<file path="src/rtl/fc_pkg.sv">
// Package fc_pkg
// Shared sizing constants and helpers for the receive-fill flow controller.
// Assumes the threshold code is narrower than the fill counter.
package fc_pkg;
    localparam int FC_CODE_W = 4;
    localparam int FC_SCALE_SHIFT = 2;

    // Scale a threshold code into a fill level of the given counter width.
    function automatic logic [15:0] fc_code_to_level(input logic [FC_CODE_W-1:0] code);
        return 16'(code) << FC_SCALE_SHIFT;
    endfunction
endpackage

</file>
<file path="src/rtl/fc_thresh_regs.sv">
// Module fc_thresh_regs
// Holds the halt and resume threshold codes in one control word.
// Reserved upper bits read as zero and ignore writes.
// Assumes WORD_W >= 2*CODE_W.
module fc_thresh_regs #(
    parameter int WORD_W = 16,
    parameter int CODE_W = 4,
    parameter logic [CODE_W-1:0] HALT_RST = '1,
    parameter logic [CODE_W-1:0] RESUME_RST = '0
) (
    input  logic              clk,
    input  logic              rst_n,
    input  logic              wr,
    input  logic [WORD_W-1:0] wdata,
    output logic [CODE_W-1:0] halt_code,
    output logic [CODE_W-1:0] resume_code,
    output logic [WORD_W-1:0] rdata
);
    localparam int FIELD_W = 2 * CODE_W;

    // Capture both threshold fields on a write.
    always_ff @(posedge clk) begin
        if (!rst_n) begin
            halt_code   <= HALT_RST;
            resume_code <= RESUME_RST;
        end else if (wr) begin
            halt_code   <= wdata[CODE_W-1:0];
            resume_code <= wdata[FIELD_W-1:CODE_W];
        end
    end

    // Assemble the read-back word and zero-pad the reserved bits.
    generate
        if (WORD_W > FIELD_W) begin : g_pad
            assign rdata = {{(WORD_W-FIELD_W){1'b0}}, resume_code, halt_code};
        end else begin : g_nopad
            assign rdata = {resume_code, halt_code};
        end
    endgenerate
endmodule

</file>
<file path="src/rtl/fc_fill_count.sv">
// Module fc_fill_count
// Up/down occupancy counter for the receive buffer.
// Saturates at DEPTH and at zero; simultaneous push and pop cancel.
module fc_fill_count #(
    parameter int DEPTH = 64,
    parameter int CNT_W = $clog2(DEPTH + 1)
) (
    input  logic             clk,
    input  logic             rst_n,
    input  logic             push,
    input  logic             pop,
    output logic [CNT_W-1:0] fill
);
    localparam logic [CNT_W-1:0] FULL = CNT_W'(DEPTH);

    // Track occupancy with saturation at both ends.
    always_ff @(posedge clk) begin
        if (!rst_n) begin
            fill <= '0;
        end else begin
            unique case ({push, pop})
                2'b10:   if (fill != FULL) fill <= fill + 1'b1;
                2'b01:   if (fill != '0)   fill <= fill - 1'b1;
                default: fill <= fill;
            endcase
        end
    end
endmodule

</file>
<file path="src/rtl/fc_hysteresis.sv">
// Module fc_hysteresis
// Two-level hysteresis comparator that decides whether the far end is halted.
// The halt condition has priority when the two levels overlap.
// Assumes CNT_W is wide enough to hold (2**CODE_W - 1) << SHIFT.
module fc_hysteresis #(
    parameter int CNT_W = 7,
    parameter int CODE_W = 4,
    parameter int SHIFT = 2
) (
    input  logic              clk,
    input  logic              rst_n,
    input  logic              enable,
    input  logic [CNT_W-1:0]  fill,
    input  logic [CODE_W-1:0] halt_code,
    input  logic [CODE_W-1:0] resume_code,
    output logic [CNT_W-1:0]  halt_lvl,
    output logic [CNT_W-1:0]  resume_lvl,
    output logic              halted
);
    localparam int PAD_W = CNT_W - CODE_W;

    // Scale both codes into fill-count units.
    assign halt_lvl   = {{PAD_W{1'b0}}, halt_code} << SHIFT;
    assign resume_lvl = {{PAD_W{1'b0}}, resume_code} << SHIFT;

    logic at_high;
    logic at_low;

    // Compare the fill count against both levels.
    always_comb begin
        at_high = (fill >= halt_lvl);
        at_low  = (fill <= resume_lvl);
    end

    // Register the hysteresis decision; disabling clears it.
    always_ff @(posedge clk) begin
        if (!rst_n) begin
            halted <= 1'b0;
        end else if (!enable) begin
            halted <= 1'b0;
        end else if (at_high) begin
            halted <= 1'b1;
        end else if (at_low) begin
            halted <= 1'b0;
        end
    end
endmodule

</file>
<file path="src/rtl/rx_fill_flowctl.sv">
// Module rx_fill_flowctl
// Top level of the receive-fill flow controller. It counts buffer occupancy,
// holds the threshold word, drives an active-low RTS with hysteresis and
// flags unsafe threshold set-ups. Assumes push and pop are single-cycle
// strobes, one per transferred entry.
module rx_fill_flowctl #(
    parameter int DEPTH = 64,
    parameter int WORD_W = 16,
    parameter int CNT_W = $clog2(DEPTH + 1)
) (
    input  logic              clk,
    input  logic              rst_n,
    input  logic              fc_enable,
    input  logic              irq_mode,
    input  logic [CNT_W-1:0]  rx_trig_level,
    input  logic              push,
    input  logic              pop,
    input  logic              ctl_wr,
    input  logic [WORD_W-1:0] ctl_wdata,
    output logic [WORD_W-1:0] ctl_rdata,
    output logic              rts_n,
    output logic              tx_halted,
    output logic              cfg_err,
    output logic              stall_risk
);
    import fc_pkg::*;

    logic [FC_CODE_W-1:0] halt_code;
    logic [FC_CODE_W-1:0] resume_code;
    logic [CNT_W-1:0]     fill_q;
    logic [CNT_W-1:0]     halt_lvl;
    logic [CNT_W-1:0]     resume_lvl;
    logic                 halted_q;

    fc_thresh_regs #(
        .WORD_W     (WORD_W),
        .CODE_W     (FC_CODE_W),
        .HALT_RST   ('1),
        .RESUME_RST ('0)
    ) u_regs (
        .clk         (clk),
        .rst_n       (rst_n),
        .wr          (ctl_wr),
        .wdata       (ctl_wdata),
        .halt_code   (halt_code),
        .resume_code (resume_code),
        .rdata       (ctl_rdata)
    );

    fc_fill_count #(
        .DEPTH (DEPTH),
        .CNT_W (CNT_W)
    ) u_count (
        .clk   (clk),
        .rst_n (rst_n),
        .push  (push),
        .pop   (pop),
        .fill  (fill_q)
    );

    fc_hysteresis #(
        .CNT_W  (CNT_W),
        .CODE_W (FC_CODE_W),
        .SHIFT  (FC_SCALE_SHIFT)
    ) u_hyst (
        .clk         (clk),
        .rst_n       (rst_n),
        .enable      (fc_enable),
        .fill        (fill_q),
        .halt_code   (halt_code),
        .resume_code (resume_code),
        .halt_lvl    (halt_lvl),
        .resume_lvl  (resume_lvl),
        .halted      (halted_q)
    );

    // Drive the line and status outputs from the halted state.
    assign tx_halted = halted_q;
    assign rts_n     = halted_q;

    // Flag threshold set-ups that can misbehave while flow control is active.
    always_comb begin
        cfg_err    = fc_enable && (halt_code <= resume_code);
        stall_risk = fc_enable && irq_mode && (halt_lvl < rx_trig_level);
    end
endmodule

</file>
<file path="config.mk">
export PLATFORM = sky130hd
export DESIGN_NAME = rx_fill_flowctl
export DESIGN_NICKNAME = d
export VERILOG_FILES = /design/src/rtl/fc_pkg.sv /design/src/rtl/fc_thresh_regs.sv /design/src/rtl/fc_fill_count.sv /design/src/rtl/fc_hysteresis.sv /design/src/rtl/rx_fill_flowctl.sv
export SDC_FILE = /design/constraint.sdc
export NUM_CORES = 1
export LEC_CHECK = 0
export BUFFER_PORTS_ARGS = -buffer_cell sky130_fd_sc_hd__buf_2
export CORE_UTILIZATION = 52
export DETAILED_ROUTE_END_ITERATION = 12
export HOLD_SLACK_MARGIN = 0.03
export PLACE_DENSITY_LB_ADDON = 0.2
export REMOVE_ABC_BUFFERS = 1
export SLEW_MARGIN = 40
export SYNTH_ARGS = -nofsm -noshare
export SYNTH_HDL_FRONTEND = slang
export SYNTH_HIERARCHICAL = 1
export SYNTH_SLANG_ARGS = --single-unit
export TNS_END_PERCENT = 10
</file>
<file path="constraint.sdc">
create_clock -name clk -period 2.8 [get_ports clk]
set_input_delay 0.56 -clock clk [delete_from_list [all_inputs] [get_ports clk]]
set_output_delay 0.56 -clock clk [all_outputs]
set_load 0.03 [all_outputs]
</file>
# After elaboration in Yosys (flattened, before gate mapping)
# Index checks and enable logic that the tools add are counted.
totals:
  regBits: 16
  inputBits: 30
  out_inout_bits: 20
  elab_cells: 28
op_classes:
  n_addsub: 2
  order_cmp: 4
  eq_ne: 5
  mux: 5
  reduce_logical: 8
ops:
  columns: ["op", "count"]
  rows:
  - ["7-bit two-way mux", 2]
  - ["7-bit case mux with 2 select lines", 1]
  - ["7-bit by 1-bit adder with 7-bit output, second input constant", 1]
  - ["7-bit by 6-bit >= comparator with 1-bit output", 1]
  - ["7-bit by 6-bit <= comparator with 1-bit output", 1]
  - ["6-bit by 7-bit < comparator with 1-bit output", 1]
  - ["7-bit inequality test, second input constant", 1]
  - ["7-bit nonzero test", 1]
  - ["7-bit by 1-bit subtractor with 7-bit output, second input constant", 1]
  - ["4-bit <= comparator", 1]
  - ["2-bit by 1-bit inequality test with 1-bit output, second input constant", 2]
  - ["2-bit nonzero test", 2]
  - ["1-bit logical AND", 3]
  - ["3-bit AND reduction", 1]
  - ["2-bit by 1-bit equality test with 1-bit output, second input constant", 1]
  - ["2-bit equality test, second input constant", 1]
  - ["1-bit two-way mux", 2]
  - ["2-bit AND reduction", 1]

# Longest topological paths before layout
# Gate-level depths: netlist of the first run.
depth:
  word_depth: 3
  mapped_depth: 10

# By module
# The synthesis of the first run kept the hierarchy.
modules_own_cells:
  columns: ["module", "instances", "cells_each", "area_per_inst_um2", "seq_area_each_um2"]
  rows:
  - ["fc_fill_count", 1, 72, 604.3, 140.1]
  - ["fc_thresh_regs", 1, 42, 415.4, 160.2]
  - ["fc_hysteresis", 1, 44, 340.3, 20.0]
  - ["rx_fill_flowctl", 1, 35, 266.5, 0.0]

# Worst setup path after synthesis of the first run
# Ideal clock, no wire load.
synth_path:
  path_kind: "input to register"
  from: "input port push"
  to: "register u_count.fill[4]"
  arrival_ns: 2.346
  slack_ns: 0.384
  path_stages: 10
  path_cell_list: "inv_1 -> ha_1 -> buf_2 -> xor2_1 -> ha_1 -> nor4_1 -> nor4_4 -> xnor2_1 -> or3_1 -> a21boi_1"
synth_via:
  elab_chain_cells: 3
  word_cells_on_any_way: 7
  cone_classes: "eq/ne: 4; mux: 1; reduce/logical: 2"
synth_rtl:
  columns: ["item", "line", "rtl"]
  rows:
  - ["start, declared", "rx_fill_flowctl.sv:16", "input logic push,"]
  - ["2-bit by 1-bit equality test with 1-bit output / 2-bit equality test (equally long branches)", "fc_fill_count.sv:21", "unique case ({push, pop})"]
  - ["2-bit by 1-bit inequality test with 1-bit output (no line) / 2-bit nonzero test (equally long branches)", null, null]
  - ["3-bit AND reduction (no line)", null, null]
  - ["end signal, assigned", "fc_fill_count.sv:22", "2'b10: if (fill != FULL) fill <= fill + 1'b1;"]
  - ["end signal, assigned", "fc_fill_count.sv:23", "2'b01: if (fill != '0) fill <= fill - 1'b1;"]
  - ["end signal, assigned", "fc_fill_count.sv:24", "default: fill <= fill;"]
  - ["end, declared", "fc_fill_count.sv:12", "output logic [CNT_W-1:0] fill"]
# Parallel ways exist; a longest one is shown, timed or not.
# A chain may end at the register's enable or synchronous reset.

# Worst setup path after layout of the first run
layout_path:
  from: "register u_regs.halt_code[3]"
  to: "output port stall_risk"
layout_via:
  elab_chain_cells: 2
layout_rtl:
  columns: ["item", "line", "rtl"]
  rows:
  - ["start, declared", "fc_thresh_regs.sv:15", "output logic [CODE_W-1:0] halt_code,"]
  - ["start signal, assigned", "fc_thresh_regs.sv:27", "halt_code <= wdata[CODE_W-1:0];"]
  - ["6-bit by 7-bit < comparator with 1-bit output", "rx_fill_flowctl.sv:84", "stall_risk = fc_enable && irq_mode && (halt_lvl < rx_trig_level);"]
  - ["1-bit logical AND", "rx_fill_flowctl.sv:84", null]
  - ["end, declared", "rx_fill_flowctl.sv:24", "output logic stall_risk"]
# No other way between the ends.

==> flow_summary_export.csv, run 1 <==
group,metric,value,unit
outcome,status,"finished with violations",
outcome,violations,"DRC",
timing,fin_crit,2.32,ns
cts,cts_tree,"done",
timing,grt_setup_unrepaired,"false",
cts,clockBufferDepth,2,
setup_path,required,2.24,ns
timing,holdWs,0.477,ns
floorplan,die_h,57.0,um
timing,fmax,0.431,GHz
place,gp_congestion,0.829,
cts,cts_made_buffers,3,
hold_path,hold_path_class,"in2reg",
setup_path,cp_max_fo,5,
cts,clock_sinks,16,
route,drt-initial-drc-count,50,
setup_path,worstSetupEndpointType,"primary output",
final_layout,drive_gt1_share,20.2,%
job,maxCapViolCount,0,
timing,hold_viol,0,
cts,cts_setup_buffers,0,
floorplan,num_rows,19,
cts,insertion_delay,0.29,ns
final_layout,final_util,58.4,%
setup_path,arrival,1.76,ns
setup_path,start_kind,"flop",
route,drt_first_pass_iters,8,
timing,finClkSkew,0.0144,ns
grt,grt_pass1_wl,5400,um
final_layout,syn2layout_area_growth,4.13,%
grt,grt_pass1_vias,1254,
route,avgRoutedWirePerCell,13.1,um
grt,track_usage,20.9,%
timing,final.setup.tns,0,ns
logic_synthesis,synth_cells,186,
setup_path,crit_type,"reg2out",
floorplan,chipWidth,57.0,um
timing,slew_headroom,66.5,%
place,hpwlAfterDp,2390,um
grt,antenna_found_initial,0,
timing,setup_viol,0,
power_and_ir_drop,p_total,0.739,mW
power_and_ir_drop,peakVddDrop,0.322,mV
cts,ctsResizeCount,0,
floorplan,pin_count,50,
route,vias,1293,
final_layout,final_common_cell,"buf_2",
grt,grt_max_degree,20,
logic_synthesis,mappedNetlistArea,0.00157,mm2
power_and_ir_drop,p_leak,0.868,nW
logic_synthesis,postSynthAreaPerCell,8.46,um2
cts,path_clk_slew,0.10,ns
logic_synthesis,ys_warn_count,6,
timing,slew_violations,0,
grt,gr-total-overflow,0,
cts,cts_max_level,1,
route,drtAntennaViolNets,0,
floorplan,initial_core_util,56.1,%
final_layout,most-common-layout-cells,"buf_2 (33), ha_1 (22), inv_1 (20)",
cts,cts_hold_buffers,0,
final_layout,antennaDiodeCount,0,
cts,clock_tree.root_cell,"clkbuf_4",
timing,tightest_slew,0.498,ns
power_and_ir_drop,p_per_area,451,mW/mm2
route,routed_wl,3060,um
final_layout,layout.nets,256,
floorplan,die_area,0.00325,mm2
place,port_buffers,33,
timing,min_period_over_period,83.0,%
route,drcViolationCount,7,
route,post_drt_via_cell_ratio,5.53,
floorplan,core,0.00281,mm2
[report_power, final]
part	leakage, nW	internal, mW	switching (mW)
combinational	0.715	0.125	0.157
sequential	0.132	0.254	0.0492
clock	0.0210	0.0792	0.0752
total	0.868	0.457	0.282
[state kept, by name, indices dropped and copies added, names as in the netlist]
signal,flops
u_count/fill,7
u_regs/resume_code,4
u_regs/halt_code,4
u_hyst/halted,1
[layer usage]
layer | track usage [%] | wire length [um] | up-vias
li1 | - | - | 646
met1 | 26.6 | 1420 | 606
met2 | 35.3 | 1460 | 37
met3 | 4.31 | 135 | 4
met4 | 6.62 | 39 | 0
met5 | 0 | 0 | -
[critical path, stage by stage, from the launching register on]
cell,delay (ns)
dfxtp_1,0.43
ha_1,0.28
a21o_1,0.19
a211oi_1,0.24
o21a_1,0.15
buf_2,0.18
[metrics by stage]
| stage | setup WS, ns | area [um2] | std cells |
|---|---|---|---|
| 4_1_cts | 0.475 | 1640 | 234 |
| 2_1_floorplan | 0.378 | 1390 | 165 |
| 3_5_place_dp | 0.348 | 1600 | 230 |
| 3_3_place_gp | 0.416 | 1600 | 230 |
| 6_report | 0.477 | 1640 | 234 |
| 5_1_grt | 0.343 | 1640 | 234 |
[path summary, 6_finish.rpt]
| kind | to | depth (start not counted) | slack (ns) | startpoint |
|---|---|---|---|---|
| setup / recovery | stall_risk | 5 | 0.48 | u_regs/halt_code[3] |
| hold / removal | u_regs/halt_code[3] | 3 | 0.48 | ctl_wdata[3] |
| setup reg to reg | u_count/fill[4] | 7 | 0.79 | u_count/fill[1] |
| hold reg to reg | u_regs/resume_code[1] | 2 | 0.58 | u_regs/resume_code[1] |
[cell type report]
cell class | count | area [um2]
tap | 31 | 38.8
fill | 266 | 1170
timing repair buffer | 34 | 173
multi-input combinational | 129 | 996
sequential | 16 | 320
inverter | 20 | 75.1
clock buffer | 4 | 36.3
Note: power is estimated with default switching activity, not from simulation.
==> run 2: changes to the inputs <==
--- a/config.mk
+++ b/config.mk
@@ -5,8 +5,9 @@
 export SDC_FILE = /design/constraint.sdc
 export NUM_CORES = 1
 export LEC_CHECK = 0
+export ABC_AREA = 1
 export BUFFER_PORTS_ARGS = -buffer_cell sky130_fd_sc_hd__buf_2
-export CORE_UTILIZATION = 52
+export CORE_UTILIZATION = 48
 export DETAILED_ROUTE_END_ITERATION = 12
 export HOLD_SLACK_MARGIN = 0.03
 export PLACE_DENSITY_LB_ADDON = 0.2
==> constraint.sdc (replaced) <==
create_clock -name clk -period 1.87 [get_ports clk]
set_input_delay 0.374 -clock clk [delete_from_list [all_inputs] [get_ports clk]]
set_output_delay 0.374 -clock clk [all_outputs]
set_load 0.03 [all_outputs]
==> run 2 against run 1 <==
The run now ends clean. Via count up 24%. Routed wire length increased by 10%. Final cell count increased by 50%. Synthesized area is 11% higher. Die area is 19% higher. Combinational power grew 110%. Synthesized cell count is 51% higher. Final area is 20% higher. Total power up 71%. Clock skew is 0.010 ns lower. Register-to-register slack worse by 0.42 ns. Largest power group is now combinational logic.
==> flow_summary_export.csv, run 2 <==
group,metric,value,unit
outcome,status,"finished, final reports clean",
timing,final.setup.worst_slack,0.0535,ns
place,place_ws,0.00201,ns
hold_path,min_to,"u_regs/halt_code[0]",
setup_path,rrSetupSlack,0.37,ns
final_layout,final_util,57.8,%
timing,fin_crit,1.82,ns
grt,grt_pass1_vias,1319,
setup_path,r2r-start,"u_count/fill[1]",
grt,grt_max_degree,15,
cts,cts_hold_buffers,0,
power_and_ir_drop,clockPowerShare,18.5,%
power_and_ir_drop,peakVddDrop,0.369,mV
timing,finClkSkew,0.00442,ns
hold_path,holdPathStages,3,
cts,path_clk_slew,0.10,ns
route,drtAntennaViolNets,0,
final_layout,antennaDiodeCount,0,
setup_path,reg2reg_depth,11,
cts,clock_tree.root_cell,"clkbuf_4",
place,gp_congestion,0.892,
route,routed_wl,3370,um
timing,min_period_over_period,97.1,%
grt,grt_pass1_wl,5550,um
floorplan,die_area,0.00387,mm2
route,avgRoutedWirePerCell,9.58,um
logic_synthesis,mappedNetlistArea,0.00174,mm2
power_and_ir_drop,p_sw,0.530,mW
floorplan,pin_count,50,
route,vias,1608,
final_layout,regMostFlops,"u_count/fill",
final_layout,syn2layout_area_growth,13.4,%
power_and_ir_drop,p_sw_share,42.1,%
final_layout,layout.nets,359,
hold_path,hold_path_class,"in2reg",
power_and_ir_drop,p_leak,1.14,nW
cts,clockBufferDepth,2,
timing,setup_viol,0,
final_layout,fill_cells,353,
place,hpwlAfterDp,2570,um
final_layout,drive_gt1_share,27.5,%
logic_synthesis,postSynthAreaPerCell,6.22,um2
power_and_ir_drop,seq_power_share,35.3,%
route,drcViolationCount,0,
setup_path,crit_type,"reg2out",
timing,grt_setup_unrepaired,"true",
grt,gr-total-overflow,0,
cts,clock_sinks,16,
setup_path,cp_max_fo,5,
place,port_buffers,33,
floorplan,num_rows,21,
cts,cts_max_level,1,
floorplan,initial_core_util,51.0,%
final_layout,largest_reg_flops,7,
grt,track_usage,17.4,%
job,maxCapViolCount,0,
final_layout,largestRegisters,"u_count/fill (7), u_regs/halt_code (4), u_regs/resume_code (4)",
cts,cts_made_buffers,3,
power_and_ir_drop,p_per_area,639,mW/mm2
cts,insertion_delay,0.28,ns
power_and_ir_drop,p_comb_share,46.2,%
setup_path,worstSetupEndpointType,"primary output",
logic_synthesis,synth_cells,280,
final_layout,final_common_cell,"nand2_1",
timing,slew_violations,0,
power_and_ir_drop,p_int,0.730,mW
hold_path,hp-start,"ctl_wdata[0]",
setup_path,start_kind,"flop",
final_layout,most-common-layout-cells,"nand2_1 (74), inv_1 (45), buf_2 (31)",
logic_synthesis,ys_warn_count,6,
route,drt_first_pass_iters,4,
cts,cts_tree,"done",
route,drt-initial-drc-count,62,
setup_path,arrival,1.44,ns
floorplan,die_h,62.2,um
route,post_drt_via_cell_ratio,4.57,
grt,antenna_found_initial,0,
floorplan,core,0.00342,mm2
timing,hold_viol,0,
setup_path,required,1.50,ns
setup_path,regToRegEndpoint,"u_count/fill[6]",
floorplan,chipWidth,62.2,um
timing,fmax,0.551,GHz
## run 2: worst max path at each step
stage / start / endpoint
after floorplan: u_regs/resume_code[3] / cfg_err
after global placement: push / u_count/fill[4]
after detailed placement: push / u_count/fill[4]
after CTS: u_regs/halt_code[0] / cfg_err
after global routing: u_regs/halt_code[3] / cfg_err
final: u_regs/halt_code[3] / cfg_err
## run 2: per-layer routing
metal	GRT usage, %	vias up	share of wire (%)	routed length (um)
li1	-	871	-	-
met1	24.8	684	50	1680
met2	28.3	51	44	1490
met3	1.84	2	5.5	184
met4	3.49	0	0.47	16
met5	0	-	0	0
## run 2: critical path: stages, from the launching register on
cell and delay [ns]:
dfxtp_4 0.39, ha_4 0.24, a21oi_1 0.15, nand2_1 0.08
a21oi_2 0.15, buf_6 0.14
## run 2: timing repair
item | in CTS | in global routing
endpoints found under the setup margin | 2 | 2
setup buffers | 2 | 1
gates resized for setup | 7 | 18
pin swaps | 0 | 5
## run 2: power by group through the flow
stage          logic (mW)  clock network, mW  registers (mW)
2_1_floorplan       0.385                  0           0.466
3_3_place_gp        0.542                  0           0.450
3_5_place_dp        0.547                  0           0.451
4_1_cts             0.557              0.241           0.443
5_1_grt             0.663              0.259           0.453
6_report            0.583              0.233           0.446
## run 2: cell type report
cell class,count,area (um2),area share [%]
well taps,46,57.6,2.92
flip-flops and latches,16,337,17.1
repair buffers,41,234,11.9
inverters,54,208,10.5
clock buffers,4,36.3,1.84
multi-input cells,191,1100,55.8
## run 2: through the flow
stage          std cells  hold WS, ns  area [um2]  setup TNS [ns]  total power [mW]
2_1_floorplan        261        0.458        1560         -0.0598             0.851
3_3_place_gp         345        0.498        1820               0             0.992
3_5_place_dp         345        0.493        1820               0             0.998
4_1_cts              351        0.293        1880               0              1.24
5_1_grt              352        0.312        1970         -0.0278              1.38
6_report             352        0.303        1970               0              1.26
==> run 3: changes to the inputs <==
--- a/config.mk
+++ b/config.mk
@@ -5,13 +5,13 @@
 export SDC_FILE = /design/constraint.sdc
 export NUM_CORES = 1
 export LEC_CHECK = 0
-export ABC_AREA = 1
 export BUFFER_PORTS_ARGS = -buffer_cell sky130_fd_sc_hd__buf_2
-export CORE_UTILIZATION = 48
+export CORE_UTILIZATION = 47
 export DETAILED_ROUTE_END_ITERATION = 12
 export HOLD_SLACK_MARGIN = 0.03
 export PLACE_DENSITY_LB_ADDON = 0.2
 export REMOVE_ABC_BUFFERS = 1
+export SKIP_LAST_GASP = 1
 export SLEW_MARGIN = 40
 export SYNTH_ARGS = -nofsm -noshare
 export SYNTH_HDL_FRONTEND = slang
==> run 3 against run 2 <==
The run now ends with setup timing left. Sequential share of layout area is 0.85 points higher. Via count down 16%. Routed wire length down 3.6%. Count of clock-buffer cells in the layout stayed put. Largest cell class unchanged. First-iteration DRC count fell by 26%.
==> flow_summary_export.csv, run 3 (synthesis results as in run 1) <==
group,metric,value,unit
grt,grt_max_degree,20,
final_layout,syn2layout_area_growth,18.5,%
timing,slew_violations,0,
timing,grt_setup_unrepaired,"true",
cts,cts_hold_buffers,0,
hold_path,hp-start,"ctl_wdata[2]",
power_and_ir_drop,peakVddDrop,0.551,mV
grt,track_usage,21.3,%
route,drcViolationCount,0,
grt,antenna_found_initial,0,
place,hpwlAfterDp,2500,um
floorplan,die_area,0.00358,mm2
hold_path,hold_path_class,"in2reg",
timing,finClkSkew,0.0118,ns
final_layout,antennaDiodeCount,0,
cts,insertion_delay,0.30,ns
setup_path,critical_path.startpoint,"u_regs/resume_code[2]",
final_layout,final_common_cell,"buf_2",
timing,final.setup.worst_slack,-0.0587,ns
setup_path,worstSetupEndpointType,"primary output",
power_and_ir_drop,p_per_area,636,mW/mm2
cts,clock_tree.root_cell,"clkbuf_4",
route,drt-initial-drc-count,46,
route,vias,1346,
setup_path,r2r-start,"u_count/fill[0]",
grt,grt_pass1_wl,5640,um
timing,setup_viol,2,
setup_path,crit_type,"reg2out",
job,maxCapViolCount,0,
timing,fmax,0.518,GHz
cts,path_clk_slew,0.10,ns
timing,fin_crit,1.93,ns
power_and_ir_drop,p_leak,0.951,nW
setup_path,start_kind,"flop",
floorplan,num_rows,20,
route,drt_first_pass_iters,6,
route,post_drt_via_cell_ratio,5.12,
setup_path,required,1.50,ns
cts,cts_max_level,1,
grt,grt_pass1_vias,1323,
timing,hold_viol,0,
setup_path,cp_max_fo,4,
floorplan,pin_count,50,
route,routed_wl,3250,um
outcome,violations,"setup timing",
cts,cts_tree,"done",
final_layout,regMostFlops,"u_count/fill",
final_layout,final_util,60.1,%
cts,clockBufferDepth,2,
floorplan,initial_core_util,50.7,%
place,dp_cells,255,
place,port_buffers,33,
floorplan,chipWidth,59.9,um
setup_path,arrival,1.55,ns
route,drtAntennaViolNets,0,
final_layout,largest_reg_flops,7,
grt,gr-total-overflow,0,
floorplan,core,0.00310,mm2
final_layout,most-common-layout-cells,"buf_2 (31), inv_1 (19), ha_1 (17), buf_4 (17)",
final_layout,layout.nets,272,
floorplan,die_h,59.9,um
final_layout,largestRegisters,"u_count/fill (7), u_regs/halt_code (4), u_regs/resume_code (4)",
place,place_ws,-0.358,ns
final_layout,drive_gt1_share,32.0,%
cts,cts_made_buffers,3,
place,gp_congestion,0.814,
outcome,status,"finished with violations",
route,avgRoutedWirePerCell,12.4,um
final_layout,instances_no_fill,263,
timing,min_period_over_period,103,%
cts,clock_sinks,16,
==> run 3: cell count changes in the layout (fill, tap and decap cells not counted), moves of 7 or more <==
cell / previous run / this run
mux2i_1: 0 / 10
nand2_1: 74 / 11
nor2_1: 28 / 4
nand3_1: 19 / 1
inv_1: 45 / 19
buf_4: 9 / 17
nor2b_1: 0 / 7
inv_2: 8 / 1
==> run 3: layout make-up <==
cell class | count | area, um2
Fill cell | 292 | 1240
Inverter | 20 | 75.1
Multi-Input combinational cell | 129 | 1060
Timing Repair Buffer | 50 | 305
Tap cell | 44 | 55.1
Sequential cell | 16 | 334
Clock buffer | 4 | 36.3
==> run 3: critical path, stage by stage, from the launching register on <==
cell	delay, ns
dfxtp_1	0.39
inv_1	0.07
ha_1	0.29
a41o_1	0.18
and3_1	0.18
buf_6	0.14
==> run 3: what timing repair did <==
item / 4_1_cts / 5_1_grt
endpoints found under the setup margin: 4 / 6
resized for setup: 20 / 0
pin swaps: 5 / 0
buffers inserted: 4 / 0
==> run 3: worst paths after layout <==
path                                end  slack, ns  depth (start not counted)
setup / recovery                cfg_err      -0.06                          5
hold reg to reg   u_regs/resume_code[2]       0.58                          2
hold / removal      u_regs/halt_code[2]       0.29                          3
setup reg to reg        u_count/fill[4]       0.10                          6
==> run 3: metrics by stage <==
stage                     instance area (um2)  setup TNS (ns)  power (mW)  hold slack, ns
after floorplan                          1390          -0.895       0.759           0.436
after global placement                   1710           -1.07       0.903           0.543
after detailed placement                 1710           -1.37       0.922           0.555
after CTS                                1870          -0.100        1.19           0.287
after global routing                     1870          -0.586        1.28           0.294
final                                    1870         -0.0931        1.19           0.293
==> run 3: where the power goes <==
| group | switching, mW | internal (mW) | leakage, nW |
|---|---|---|---|
| Clock | 0.116 | 0.119 | 0.0210 |
| Sequential | 0.0604 | 0.379 | 0.133 |
| Combinational | 0.269 | 0.244 | 0.798 |
==> run 3: routing by layer <==
| metal | up-vias | global-route usage (%) | share of wire (%) |
|---|---|---|---|
| li1 | 686 | - | - |
| met1 | 619 | 25.2 | 45 |
| met2 | 34 | 36.7 | 49 |
| met3 | 7 | 4.98 | 3.9 |
| met4 | 0 | 8.64 | 1.9 |
| met5 | - | 0 | 0 |
